--- config.mk ---
export PLATFORM = sky130hd
export DESIGN_NAME = fetch_front
export DESIGN_NICKNAME = d
export VERILOG_FILES = /design/src/rtl/fetch_front_pkg.sv /design/src/rtl/fe_next_addr.sv /design/src/rtl/fe_squash_gate.sv /design/src/rtl/fetch_front.sv
export SDC_FILE = /design/constraint.sdc
export NUM_CORES = 1
export LEC_CHECK = 0
export ABC_AREA = 0
export BUFFER_PORTS_ARGS = -buffer_cell sky130_fd_sc_hd__buf_2
export CAP_MARGIN = 20
export CORE_MARGIN = 8
export CORE_UTILIZATION = 35
export DETAILED_ROUTE_END_ITERATION = 16
export PLACE_DENSITY = 0.72
export SKIP_LAST_GASP = 1
export SLEW_MARGIN = 10
export SYNTH_ARGS = -nofsm -noshare
export SYNTH_HDL_FRONTEND = slang
export SYNTH_HIERARCHICAL = 1
export SYNTH_SLANG_ARGS = --single-unit
--- constraint.sdc ---
create_clock -name clk -period 1.82 [get_ports clk]
set_input_delay 0.091 -clock clk [delete_from_list [all_inputs] [get_ports clk]]
set_output_delay 0.091 -clock clk [all_outputs]
set_load 0.05 [all_outputs]
--- src/rtl/fetch_front_pkg.sv ---
package fetch_front_pkg;
    parameter int unsigned DEF_ADDR_W  = 24;
    parameter int unsigned DEF_INSTR_W = 32;

    typedef enum logic {
        NEXT_SEQ      = 1'b0,
        NEXT_REDIRECT = 1'b1
    } next_src_e;
endpackage

--- src/rtl/fe_next_addr.sv ---
module fe_next_addr
    import fetch_front_pkg::*;
#(
    parameter int unsigned ADDR_W = DEF_ADDR_W
) (
    input  logic [ADDR_W-1:0] cur_pc,
    input  logic              squash,
    input  logic [ADDR_W-1:0] redirect,
    output next_src_e         src,
    output logic [ADDR_W-1:0] next_pc
);
    localparam logic [ADDR_W-1:0] STEP = ADDR_W'(1);

    always_comb begin
        src = squash ? NEXT_REDIRECT : NEXT_SEQ;
        unique case (src)
            NEXT_REDIRECT: next_pc = redirect;
            default:       next_pc = cur_pc + STEP;
        endcase
    end
endmodule

--- src/rtl/fe_squash_gate.sv ---
module fe_squash_gate #(
    parameter int unsigned WIDTH = 32
) (
    input  logic [WIDTH-1:0] word_in,
    input  logic             squash,
    output logic [WIDTH-1:0] word_out
);
    for (genvar b = 0; b < WIDTH; b++) begin : g_bit
        assign word_out[b] = word_in[b] & ~squash;
    end
endmodule

--- src/rtl/fetch_front.sv ---
module fetch_front
    import fetch_front_pkg::*;
#(
    parameter int unsigned ADDR_W  = DEF_ADDR_W,
    parameter int unsigned INSTR_W = DEF_INSTR_W
) (
    input  logic               clk,
    input  logic               rst,
    input  logic [INSTR_W-1:0] imem_word_i,
    input  logic               squash_i,
    input  logic [ADDR_W-1:0]  redirect_i,
    output logic [ADDR_W-1:0]  fetch_addr_o,
    output logic [INSTR_W-1:0] ex_instr_o,
    output logic [ADDR_W-1:0]  ex_pc_o
);
    localparam logic [INSTR_W-1:0] NOP_WORD = '0;
    localparam logic [ADDR_W-1:0]  PC_RESET = '0;

    typedef struct packed {
        logic [ADDR_W-1:0]  pc;
        logic [INSTR_W-1:0] ir;
        logic [ADDR_W-1:0]  ex_pc;
    } stage_t;

    stage_t             st_d, st_q;
    next_src_e          next_src;
    logic [ADDR_W-1:0]  pc_next;
    logic [INSTR_W-1:0] gated_word;

    fe_next_addr #(.ADDR_W(ADDR_W)) u_next (
        .cur_pc   (st_q.pc),
        .squash   (squash_i),
        .redirect (redirect_i),
        .src      (next_src),
        .next_pc  (pc_next)
    );

    fe_squash_gate #(.WIDTH(INSTR_W)) u_gate (
        .word_in  (imem_word_i),
        .squash   (next_src == NEXT_REDIRECT),
        .word_out (gated_word)
    );

    always_comb begin
        st_d       = st_q;
        st_d.pc    = pc_next;
        st_d.ir    = gated_word;
        st_d.ex_pc = st_q.pc;
        if (rst) begin
            st_d.pc    = PC_RESET;
            st_d.ir    = NOP_WORD;
            st_d.ex_pc = PC_RESET;
        end
    end

    always_ff @(posedge clk) begin
        st_q <= st_d;
    end

    assign fetch_addr_o = st_q.pc;
    assign ex_instr_o   = st_q.ir;
    assign ex_pc_o      = st_q.ex_pc;
endmodule

==> reports/summary.log, run 1 <==
INFO  logic_synthesis syn_inst=333
INFO  logic_synthesis synth_cell_type_count=33
INFO  die            core=0.00902sqmm
INFO  critical_path  path_class=flop to flop
INFO  final_layout   count_of_inserted_antenna_diode_cells=0
INFO  grt            grt_antenna_before_repair=1
INFO  routing        wl=8.54mm
INFO  die            die_height=111um
INFO  routing        drt_iter0_drc=153
INFO  run            max-cap-violations=0
INFO  cts            cts-root-buf=sky130_fd_sc_hd__clkbuf_8
INFO  logic_synthesis avg_synthesized_cell_area=9.57squm
INFO  timing         final_hold_viol_count=0
INFO  die            dieArea=0.0124sqmm
INFO  place          routability_congestion_estimate=0.759
INFO  cts            cts-root-to-sink-buffers=2
INFO  grt            grt_start_max_net_pins=35
INFO  cts            cts_tree=built
INFO  routing        detailedRoute.firstPassIterationCount=4
INFO  routing        drc=0
INFO  timing         fmax=0.580GHz
INFO  grt            grt-ovfl-total=0
INFO  die            std_cell_rows=35
INFO  logic_synthesis post-synth-top-area-cell=sky130_fd_sc_hd__dfxtp_1
INFO  cts            cts_num_sinks=80
INFO  critical_path  critical_path_endpoint_category=flop
INFO  critical_path  timing.critical_path.required=2080ps
INFO  timing         worst_slew_margin_rel=61.1%
INFO  pwr            maximum_vdd_drop=0.399mV
INFO  hold_path      hold_path_class=input port to flop
INFO  timing         rsz0062_at_grt=no
INFO  run_status     run_status=finished clean
INFO  cts            ctsHtreeMaxLevel=3
INFO  grt            vias_in_the_first_global_route=2715
INFO  cts            clk_pin_slew=100ps
INFO  final_layout   areaGrowthSynthToFinish=35.3%
INFO  final_layout   drive_above_1_share=38.8%
INFO  place          io_buffers=138
INFO  logic_synthesis flip_flop_and_latch_count_after_synthesis=80
INFO  timing         tightestPinTransition=584ps
INFO  cts            cts_buffers=9
INFO  cts            clk_latency=360ps
INFO  logic_synthesis syn-num-nets=393
INFO  critical_path  worst-endpoint-arrival=1980ps
INFO  final_layout   fillers=901
INFO  routing        route.antenna.remaining_nets=0
INFO  die            width_of_the_chip=111um
INFO  cts            holdBufCountCts=0
INFO  logic_synthesis synth.top_cell.area_share=50.3%
INFO  pwr            design_power=4090uW
INFO  timing         slew_violations=0
INFO  place          dp.final_hpwl=6.36mm
INFO  routing        post_drt_via_cell_ratio=4.55
INFO  logic_synthesis seq_area_frac_synth=50.3%
INFO  pwr            leakage=0.00199uW
INFO  critical_path  crit_fanout=5
INFO  logic_synthesis synth_area_leaders=sky130_fd_sc_hd__dfxtp_1 50%, sky130_fd_sc_hd__nor2b_1 23%, sky130_fd_sc_hd__nand2_1 2.8%, sky130_fd_sc_hd__xnor2_1 2.5%, sky130_fd_sc_hd__mux2i_1 2.2%
INFO  die            start_util=35.3%
INFO  final_layout   layout.nets=534
INFO  logic_synthesis mappedNetlistArea=0.00319sqmm
INFO  grt            grt_first_pass_wirelength=13.5mm
INFO  timing         finalCritPeriodShare=94.7%
INFO  timing         setup-violations-final=0
INFO  timing         final.min_clock_period=1720ps
INFO  routing        routed-via-count=2687
INFO  timing         setup-tns-final=0ps
INFO  die            ioPinCount=139
INFO  grt            groute.usage.overall=13.4%
INFO  critical_path  critical_path.startpoint_type=flop
INFO  logic_synthesis synthesis.yosys.warnings=6
INFO  pwr            power.density_cell_area=948mW/mm^2
INFO  timing         clock_skew=11.1ps
INFO  routing        routed_wirelength_normalized_by_instance_count=14.5um
## synth_stat cells (all sizes together)
library cell	count
xnor2	9
and4	1
o211ai	1
a221o	2
buf	12
dfxtp	80
nand4	7
xor2	3
nor4	7
nor3	7
and2	1
nor3b	3
ha	1
nand2b	1
a21oi	2
nor4b	1
clkbuf	6
nand3	9
mux2i	7
nand2	24
a22oi	4
o311ai	1
nor2b	118
o21ai	14
nor2	7
inv	3
mux2	2
## metrics by stage
stage                     setup slack [ps]  cells  hold slack, ps  utilization [%]  cell area [sq um]
after detailed placement              37.5    574             417             45.2               4080
after CTS                             11.7    590            26.4             47.8               4310
final                                 97.1    590            43.0             47.8               4310
after global routing                  3.41    590            46.0             47.8               4310
after global placement                79.5    574             405             45.2               4080
after floorplan                      0.204    333             305                -               3240
## critical path, stage by stage, from the launching register on
cell	delay, ps
sky130_fd_sc_hd__dfxtp_4	370
sky130_fd_sc_hd__ha_1	210
sky130_fd_sc_hd__nand2_1	170
sky130_fd_sc_hd__buf_4	200
sky130_fd_sc_hd__nor4_1	320
sky130_fd_sc_hd__xnor2_1	160
sky130_fd_sc_hd__o21ai_1	70
sky130_fd_sc_hd__nor2b_1	120
## routing by layer
layer / track usage [%] / wire [um] / up-vias
met3: 5.86 / 664 / 15
met4: 6.13 / 187 / 2
met1: 14.4 / 3610 / 1220
li1: - / - / 1369
met5: 0 / 8 / -
met2: 22.0 / 4080 / 81
## cells in the final DEF (no fill, tap or decap), types with 2 or more instances in the layout
master,count
sky130_fd_sc_hd__buf_2,138
sky130_fd_sc_hd__nor2b_1,118
sky130_fd_sc_hd__dfxtp_1,65
sky130_fd_sc_hd__nand2_1,24
sky130_fd_sc_hd__o21ai_0,13
sky130_fd_sc_hd__clkbuf_8,9
sky130_fd_sc_hd__nand3_1,9
sky130_fd_sc_hd__xnor2_1,9
sky130_fd_sc_hd__dfxtp_4,8
sky130_fd_sc_hd__dfxtp_2,7
sky130_fd_sc_hd__buf_4,7
sky130_fd_sc_hd__mux2i_1,7
sky130_fd_sc_hd__nor2_1,7
sky130_fd_sc_hd__nor3_1,7
sky130_fd_sc_hd__nand4_1,5
sky130_fd_sc_hd__nor4_1,4
sky130_fd_sc_hd__a22oi_1,4
sky130_fd_sc_hd__inv_8,3
sky130_fd_sc_hd__nor4_4,3
sky130_fd_sc_hd__inv_1,3
sky130_fd_sc_hd__nor3b_1,3
sky130_fd_sc_hd__xor2_1,3
sky130_fd_sc_hd__buf_12,2
sky130_fd_sc_hd__a21oi_1,2
sky130_fd_sc_hd__a221o_1,2
sky130_fd_sc_hd__mux2_2,2
## worst paths after layout
check                                       from          endpoint  slack, ps  cells after the start
worst max-delay path             fetch_addr_o[0]  fetch_addr_o[12]        100                      7
worst min-delay path             imem_word_i[17]    ex_instr_o[17]         40                      3
worst max register to register   fetch_addr_o[0]  fetch_addr_o[12]        100                      7
worst min register to register  fetch_addr_o[23]       ex_pc_o[23]        500                      1
## layout make-up
class                      instances  area, sq um  area share (%)
inverter                           3         11.3           0.261
timing repair buffer             148          795            18.4
clock inverter                     6         80.1            1.86
multi-input combinational        232         1500            34.7
sequential                        80         1640            38.0
clock buffer                      10          149            3.45
tap                              111          139            3.22
## what timing repair did
action	CTS	global route
resized for setup	0	1
endpoints found under the setup margin	0	5
setup buffers	0	0
## power by group
group / switching, uW / internal, uW / total, uW
clock network: 751 / 751 / 1500
logic: 466 / 224 / 690
registers: 62.5 / 1830 / 1890
## kinds of logic (layout without fill, tap and decap cells)
group,after synthesis,after routing,synth area share [%]
xor+xnor,12,12,3.30
fa+ha+maj,1,1,0.393
compound gates,24,24,4.60
buf+inv,21,167,3.26
mux,9,9,2.91
simple gates,186,186,35.3
flops,80,80,50.3
## registers in the layout, summed over array words and instances, names as in the netlist
register,count
ex_instr_o,32
ex_pc_o,24
fetch_addr_o,24
(Power assumes the default switching activity.)
==> inputs of run 2 (changes only) <==
--- a/config.mk
+++ b/config.mk
@@ -11,6 +11,7 @@
 export CORE_MARGIN = 8
 export CORE_UTILIZATION = 35
 export DETAILED_ROUTE_END_ITERATION = 16
+export MAX_ROUTING_LAYER = met4
 export PLACE_DENSITY = 0.72
 export SKIP_LAST_GASP = 1
 export SLEW_MARGIN = 10
==> run 2 against run 1 <==
  * Sequential power hardly changed
  * Setup slack better by 1.3 ps
  * Combinational power barely moved
  * Largest power group unchanged
  * Power barely moved
  * Die area unchanged
  * Design area about the same
  * Worst hold slack better by 3.7 ps
==> reports/summary.log, run 2 (same netlist as run 1, synthesis figures left out) <==
INFO  run_status     run_status=finished clean
INFO  timing         clock_skew=10.8ps
INFO  cts            cts_resized=0
INFO  critical_path  timing.critical_path.required=2070ps
INFO  timing         worst_slew_margin_rel=61.2%
INFO  routing        post_drt_via_cell_ratio=4.54
INFO  routing        drc=0
INFO  cts            cts_buffers=9
INFO  timing         finalCritPeriodShare=94.6%
INFO  die            ioPinCount=139
INFO  grt            grt-ovfl-total=0
INFO  hold_path      holdPathStages=3
INFO  final_layout   finish.cell_count_without_fillers=591
INFO  final_layout   largest_register_ff_count=32
INFO  cts            clk_latency=360ps
INFO  die            start_util=35.3%
INFO  place          dpl_worst_slack=37.5ps
INFO  critical_path  crit_fanout=5
INFO  timing         rsz0062_at_grt=no
INFO  final_layout   areaGrowthSynthToFinish=35.4%
INFO  routing        routed-via-count=2684
INFO  cts            cts_tree=built
INFO  grt            grtUsageMet3=4.68%
INFO  final_layout   layout_commonest_cell=sky130_fd_sc_hd__buf_2
INFO  grt            globalRouteMet2Util=22.2%
INFO  grt            grt_first_pass_wirelength=13.6mm
INFO  place          routability_congestion_estimate=0.769
INFO  timing         tightestPinTransition=583ps
INFO  pwr            maximum_vdd_drop=0.394mV
INFO  final_layout   final_cell_mix=138 x sky130_fd_sc_hd__buf_2, 118 x sky130_fd_sc_hd__nor2b_1, 65 x sky130_fd_sc_hd__dfxtp_1, 24 x sky130_fd_sc_hd__nand2_1, 13 x sky130_fd_sc_hd__o21ai_0
INFO  routing        routed_wirelength_normalized_by_instance_count=14.4um
INFO  critical_path  path_class=flop to flop
INFO  grt            grt_start_max_net_pins=35
INFO  final_layout   layout.nets=534
INFO  cts            cts-root-buf=sky130_fd_sc_hd__clkbuf_8
INFO  cts            cts_num_sinks=80
INFO  hold_path      worstHoldStart=imem_word_i[17]
INFO  cts            ctsHtreeMaxLevel=3
INFO  cts            postCtsSetupRepairBufs=0
INFO  die            std_cell_rows=35
INFO  pwr            power.density_cell_area=947mW/mm^2
INFO  place          dp.final_hpwl=6.36mm
INFO  die            dieArea=0.0124sqmm
INFO  critical_path  critical_path.startpoint_type=flop
INFO  timing         fmax=0.581GHz
INFO  grt            groute.usage.overall=13.7%
INFO  hold_path      hold_path_class=input port to flop
INFO  routing        detailedRoute.firstPassIterationCount=4
INFO  die            width_of_the_chip=111um
INFO  timing         slew_violations=0
INFO  critical_path  worst-endpoint-arrival=1980ps
INFO  grt            grt_antenna_before_repair=1
INFO  critical_path  internal_reg_to_reg_setup_slack=100ps
INFO  die            die_height=111um
INFO  hold_path      hold_path_end=ex_instr_o[17]
INFO  critical_path  critical_path_endpoint_category=flop
INFO  timing         final_hold_viol_count=0
INFO  critical_path  r2r-start=fetch_addr_o[0]
INFO  grt            grt_use_met1=15.2%
INFO  timing         final.min_clock_period=1720ps
INFO  grt            vias_in_the_first_global_route=2715
INFO  routing        drt_iter0_drc=134
INFO  critical_path  r2r_cells=7
INFO  cts            clk_pin_slew=100ps
INFO  pwr            leakage=0.00199uW
INFO  final_layout   drive_above_1_share=38.8%
INFO  cts            holdBufCountCts=0
INFO  timing         post-route-worst-setup-slack=98.4ps
INFO  critical_path  timing.rr.end=fetch_addr_o[12]
INFO  run            max-cap-violations=0
INFO  place          io_buffers=138
INFO  grt            grt_most_used_layer=met2
INFO  die            core=0.00902sqmm
INFO  place          placed_cells_incl_taps=574
INFO  timing         setup-violations-final=0
INFO  routing        wl=8.52mm
INFO  cts            cts-root-to-sink-buffers=2
INFO  timing         setup-tns-final=0ps
INFO  routing        route.antenna.remaining_nets=0
[run 2: how the worst max path moves through the flow]
stage	to	slack [ps]	cells past startpoint	startpoint
2_1_floorplan	fetch_addr_o[15]	0.2	5	fetch_addr_o[2]
3_3_place_gp	fetch_addr_o[16]	80	6	fetch_addr_o[0]
3_5_place_dp	fetch_addr_o[16]	40	6	fetch_addr_o[0]
4_1_cts	fetch_addr_o[16]	10	6	fetch_addr_o[0]
5_1_grt	fetch_addr_o[15]	3	6	fetch_addr_o[12]
6_report	fetch_addr_o[12]	100	7	fetch_addr_o[0]
[run 2: cell type report]
type	instances	area, sq um
timing repair buffer	148	795
clock buffer	10	149
fill	901	4710
tap	111	139
clock inverter	6	80.1
inverter	3	11.3
multi-input combinational	232	1500
sequential	80	1640
antenna	1	2.50
[run 2: report_power, final]
group	internal [uW]	switching [uW]	total [uW]	leakage (uW)
combinational	224	466	691	0.00121
sequential	1830	62.4	1890	0.000665
clock	751	747	1500	0.000114
[run 2: critical path: stages (launching register included)]
cell                      delay (ps)
sky130_fd_sc_hd__dfxtp_4         370
sky130_fd_sc_hd__ha_1            200
sky130_fd_sc_hd__nand2_1         170
sky130_fd_sc_hd__buf_4           200
sky130_fd_sc_hd__nor4_1          320
sky130_fd_sc_hd__xnor2_1         160
sky130_fd_sc_hd__o21ai_1          70
sky130_fd_sc_hd__nor2b_1         120
[run 2: routing by layer]
metal / vias up / wire, um
met5: - / 0
met1: 1222 / 3740
met2: 85 / 4120
met3: 7 / 530
li1: 1370 / -
met4: 0 / 124
[run 2: metrics by stage]
step,total power (uW),area (sq um),util (%),hold WS [ps]
CTS,4140,4310,47.8,26.4
global placement,2620,4080,45.2,405
global route,4270,4310,47.8,47.5
detailed placement,2630,4080,45.2,417
finish,4080,4310,47.8,46.7
floorplan,2430,3240,-,305
==> inputs of run 3 (changes only) <==
--- a/config.mk
+++ b/config.mk
@@ -11,6 +11,7 @@
 export CORE_MARGIN = 8
 export CORE_UTILIZATION = 35
 export DETAILED_ROUTE_END_ITERATION = 16
+export HOLD_SLACK_MARGIN = 0.05
 export MAX_ROUTING_LAYER = met4
 export PLACE_DENSITY = 0.72
 export SKIP_LAST_GASP = 1
==> run 3 against run 2 <==
  * Wire length is 3.5% higher
  * Sequential share of layout area decreased by 1.8 points
  * Via count rose by 3.3%
  * Critical path type unchanged
  * Highest routed layer unchanged
  * Utilization grew 2.3 points
  * Worst hold slack improved by 17 ps
  * Cell count up 3.6%
  * Clock power is essentially flat
  * Global-route usage up 0.45 points
  * First-iteration DRC count down 22%
  * Largest cell class unchanged
==> reports/summary.log, run 3 (same netlist as run 1, synthesis figures left out) <==
INFO  cts            ctsHtreeMaxLevel=3
INFO  routing        routed_wirelength_normalized_by_instance_count=14.4um
INFO  cts            cts_tree=built
INFO  routing        wl=8.81mm
INFO  critical_path  path_class=flop to flop
INFO  critical_path  worst-endpoint-arrival=1980ps
INFO  run            max-cap-violations=0
INFO  pwr            maximum_vdd_drop=0.394mV
INFO  routing        detailedRoute.firstPassIterationCount=4
INFO  final_layout   fillers=883
INFO  cts            cts-root-buf=sky130_fd_sc_hd__clkbuf_8
INFO  critical_path  crit_fanout=5
INFO  hold_path      hold_path_class=input port to flop
INFO  die            die_height=111um
INFO  timing         clock_skew=10.3ps
INFO  timing         post-route-worst-setup-slack=96.5ps
INFO  timing         setup-violations-final=0
INFO  routing        post_drt_via_cell_ratio=4.53
INFO  timing         tightestPinTransition=588ps
INFO  timing         finalCritPeriodShare=94.7%
INFO  routing        drc=0
INFO  routing        drt_iter0_drc=105
INFO  timing         slew_violations=0
INFO  final_layout   layout.nets=555
INFO  die            dieArea=0.0124sqmm
INFO  hold_path      worstHoldStart=redirect_i[9]
INFO  place          dp.final_hpwl=6.36mm
INFO  cts            cts_buffers=9
INFO  timing         setup-tns-final=0ps
INFO  pwr            leakage=0.00208uW
INFO  die            width_of_the_chip=111um
INFO  critical_path  critical_path_endpoint_category=flop
INFO  run_status     run_status=finished clean
INFO  cts            clk_latency=350ps
INFO  place          dpl_worst_slack=37.5ps
INFO  routing        routed-via-count=2772
INFO  critical_path  critical_path.startpoint_type=flop
INFO  critical_path  critical_path.startpoint=fetch_addr_o[0]
INFO  die            start_util=35.3%
INFO  pwr            power.density_cell_area=910mW/mm^2
INFO  final_layout   areaGrowthSynthToFinish=42.0%
INFO  die            ioPinCount=139
INFO  cts            clk_pin_slew=100ps
INFO  final_layout   final_cell_mix=138 x sky130_fd_sc_hd__buf_2, 118 x sky130_fd_sc_hd__nor2b_1, 65 x sky130_fd_sc_hd__dfxtp_1, 24 x sky130_fd_sc_hd__nand2_1, 21 x sky130_fd_sc_hd__dlygate4sd3_1
INFO  cts            cts-root-to-sink-buffers=2
INFO  final_layout   finish.cell_count_without_fillers=612
INFO  place          routability_congestion_estimate=0.769
INFO  critical_path  timing.critical_path.required=2070ps
INFO  die            core=0.00902sqmm
INFO  place          placed_cells_incl_taps=574
INFO  timing         final.min_clock_period=1720ps
INFO  grt            grt_antenna_before_repair=1
INFO  timing         timing.hold.ws=63.4ps
INFO  grt            grt_start_max_net_pins=35
INFO  timing         final_hold_viol_count=0
INFO  final_layout   layout_commonest_cell=sky130_fd_sc_hd__buf_2
INFO  timing         fmax=0.580GHz
INFO  die            std_cell_rows=35
INFO  cts            cts_num_sinks=80
INFO  final_layout   largest_register_ff_count=32
INFO  grt            groute.usage.overall=14.2%
INFO  critical_path  r2r-start=fetch_addr_o[0]
INFO  routing        route.antenna.remaining_nets=0
INFO  final_layout   drive_above_1_share=37.2%
INFO  grt            vias_in_the_first_global_route=2830
INFO  timing         rsz0062_at_grt=no
INFO  place          io_buffers=138
INFO  grt            grt_first_pass_wirelength=14.0mm
INFO  grt            grt-ovfl-total=0
INFO  timing         worst_slew_margin_rel=60.8%
[run 3: cell count changes in the layout (fill, tap and decap cells not counted)]
cell	change
sky130_fd_sc_hd__dlygate4sd3_1	+21
[run 3: power breakdown]
part	internal, uW	total (uW)	leakage [uW]	switching (uW)
clock	751	1490	0.000114	743
sequential	1830	1890	0.000665	62.8
combinational	254	728	0.00130	474
[run 3: worst paths after layout]
path	end	cells after the start	slack, ps
setup / recovery	fetch_addr_o[12]	7	100
hold / removal	fetch_addr_o[9]	4	60
setup reg to reg	fetch_addr_o[12]	7	100
hold reg to reg	ex_pc_o[23]	1	500
[run 3: layer usage]
| layer | GRT usage (%) | part of all wire, % | vias to the layer above |
|---|---|---|---|
| li1 | - | - | 1412 |
| met1 | 15.3 | 43 | 1266 |
| met2 | 23.4 | 49 | 83 |
| met3 | 4.73 | 6.0 | 11 |
| met4 | 6.13 | 1.9 | 0 |
| met5 | - | 0 | - |
[run 3: what timing repair did]
action,in CTS,in global routing
buffers inserted,0,0
gates resized for setup,0,1
hold buffers,21,0
hold endpoints to repair,21,0
setup endpoints to repair,0,5
[run 3: area by class of cell]
| class | count | area [sq um] | share of cell area (%) |
|---|---|---|---|
| flip-flops and latches | 80 | 1640 | 36.3 |
| multi-input cells | 232 | 1500 | 33.1 |
| repair buffers | 169 | 1000 | 22.2 |
| clock buffers | 10 | 149 | 3.29 |
| well taps | 111 | 139 | 3.07 |
| clock inverters | 6 | 80.1 | 1.77 |
| inverters | 3 | 11.3 | 0.249 |
| diodes | 1 | 2.50 | 0.0553 |
[run 3: critical path: stages, from the launching register on]
cell and delay (ps):
sky130_fd_sc_hd__dfxtp_4 370, sky130_fd_sc_hd__ha_1 210, sky130_fd_sc_hd__nand2_1 170, sky130_fd_sc_hd__buf_4 200
sky130_fd_sc_hd__nor4_1 320, sky130_fd_sc_hd__xnor2_1 160, sky130_fd_sc_hd__o21ai_1 70, sky130_fd_sc_hd__nor2b_1 120
[run 3: through the flow]
step	power [uW]	area, sq um	util [%]
finish	4120	4520	50.2
global route	4300	4520	50.2
CTS	4180	4520	50.1
detailed placement	2630	4080	45.2
global placement	2620	4080	45.2
floorplan	2430	3240	-
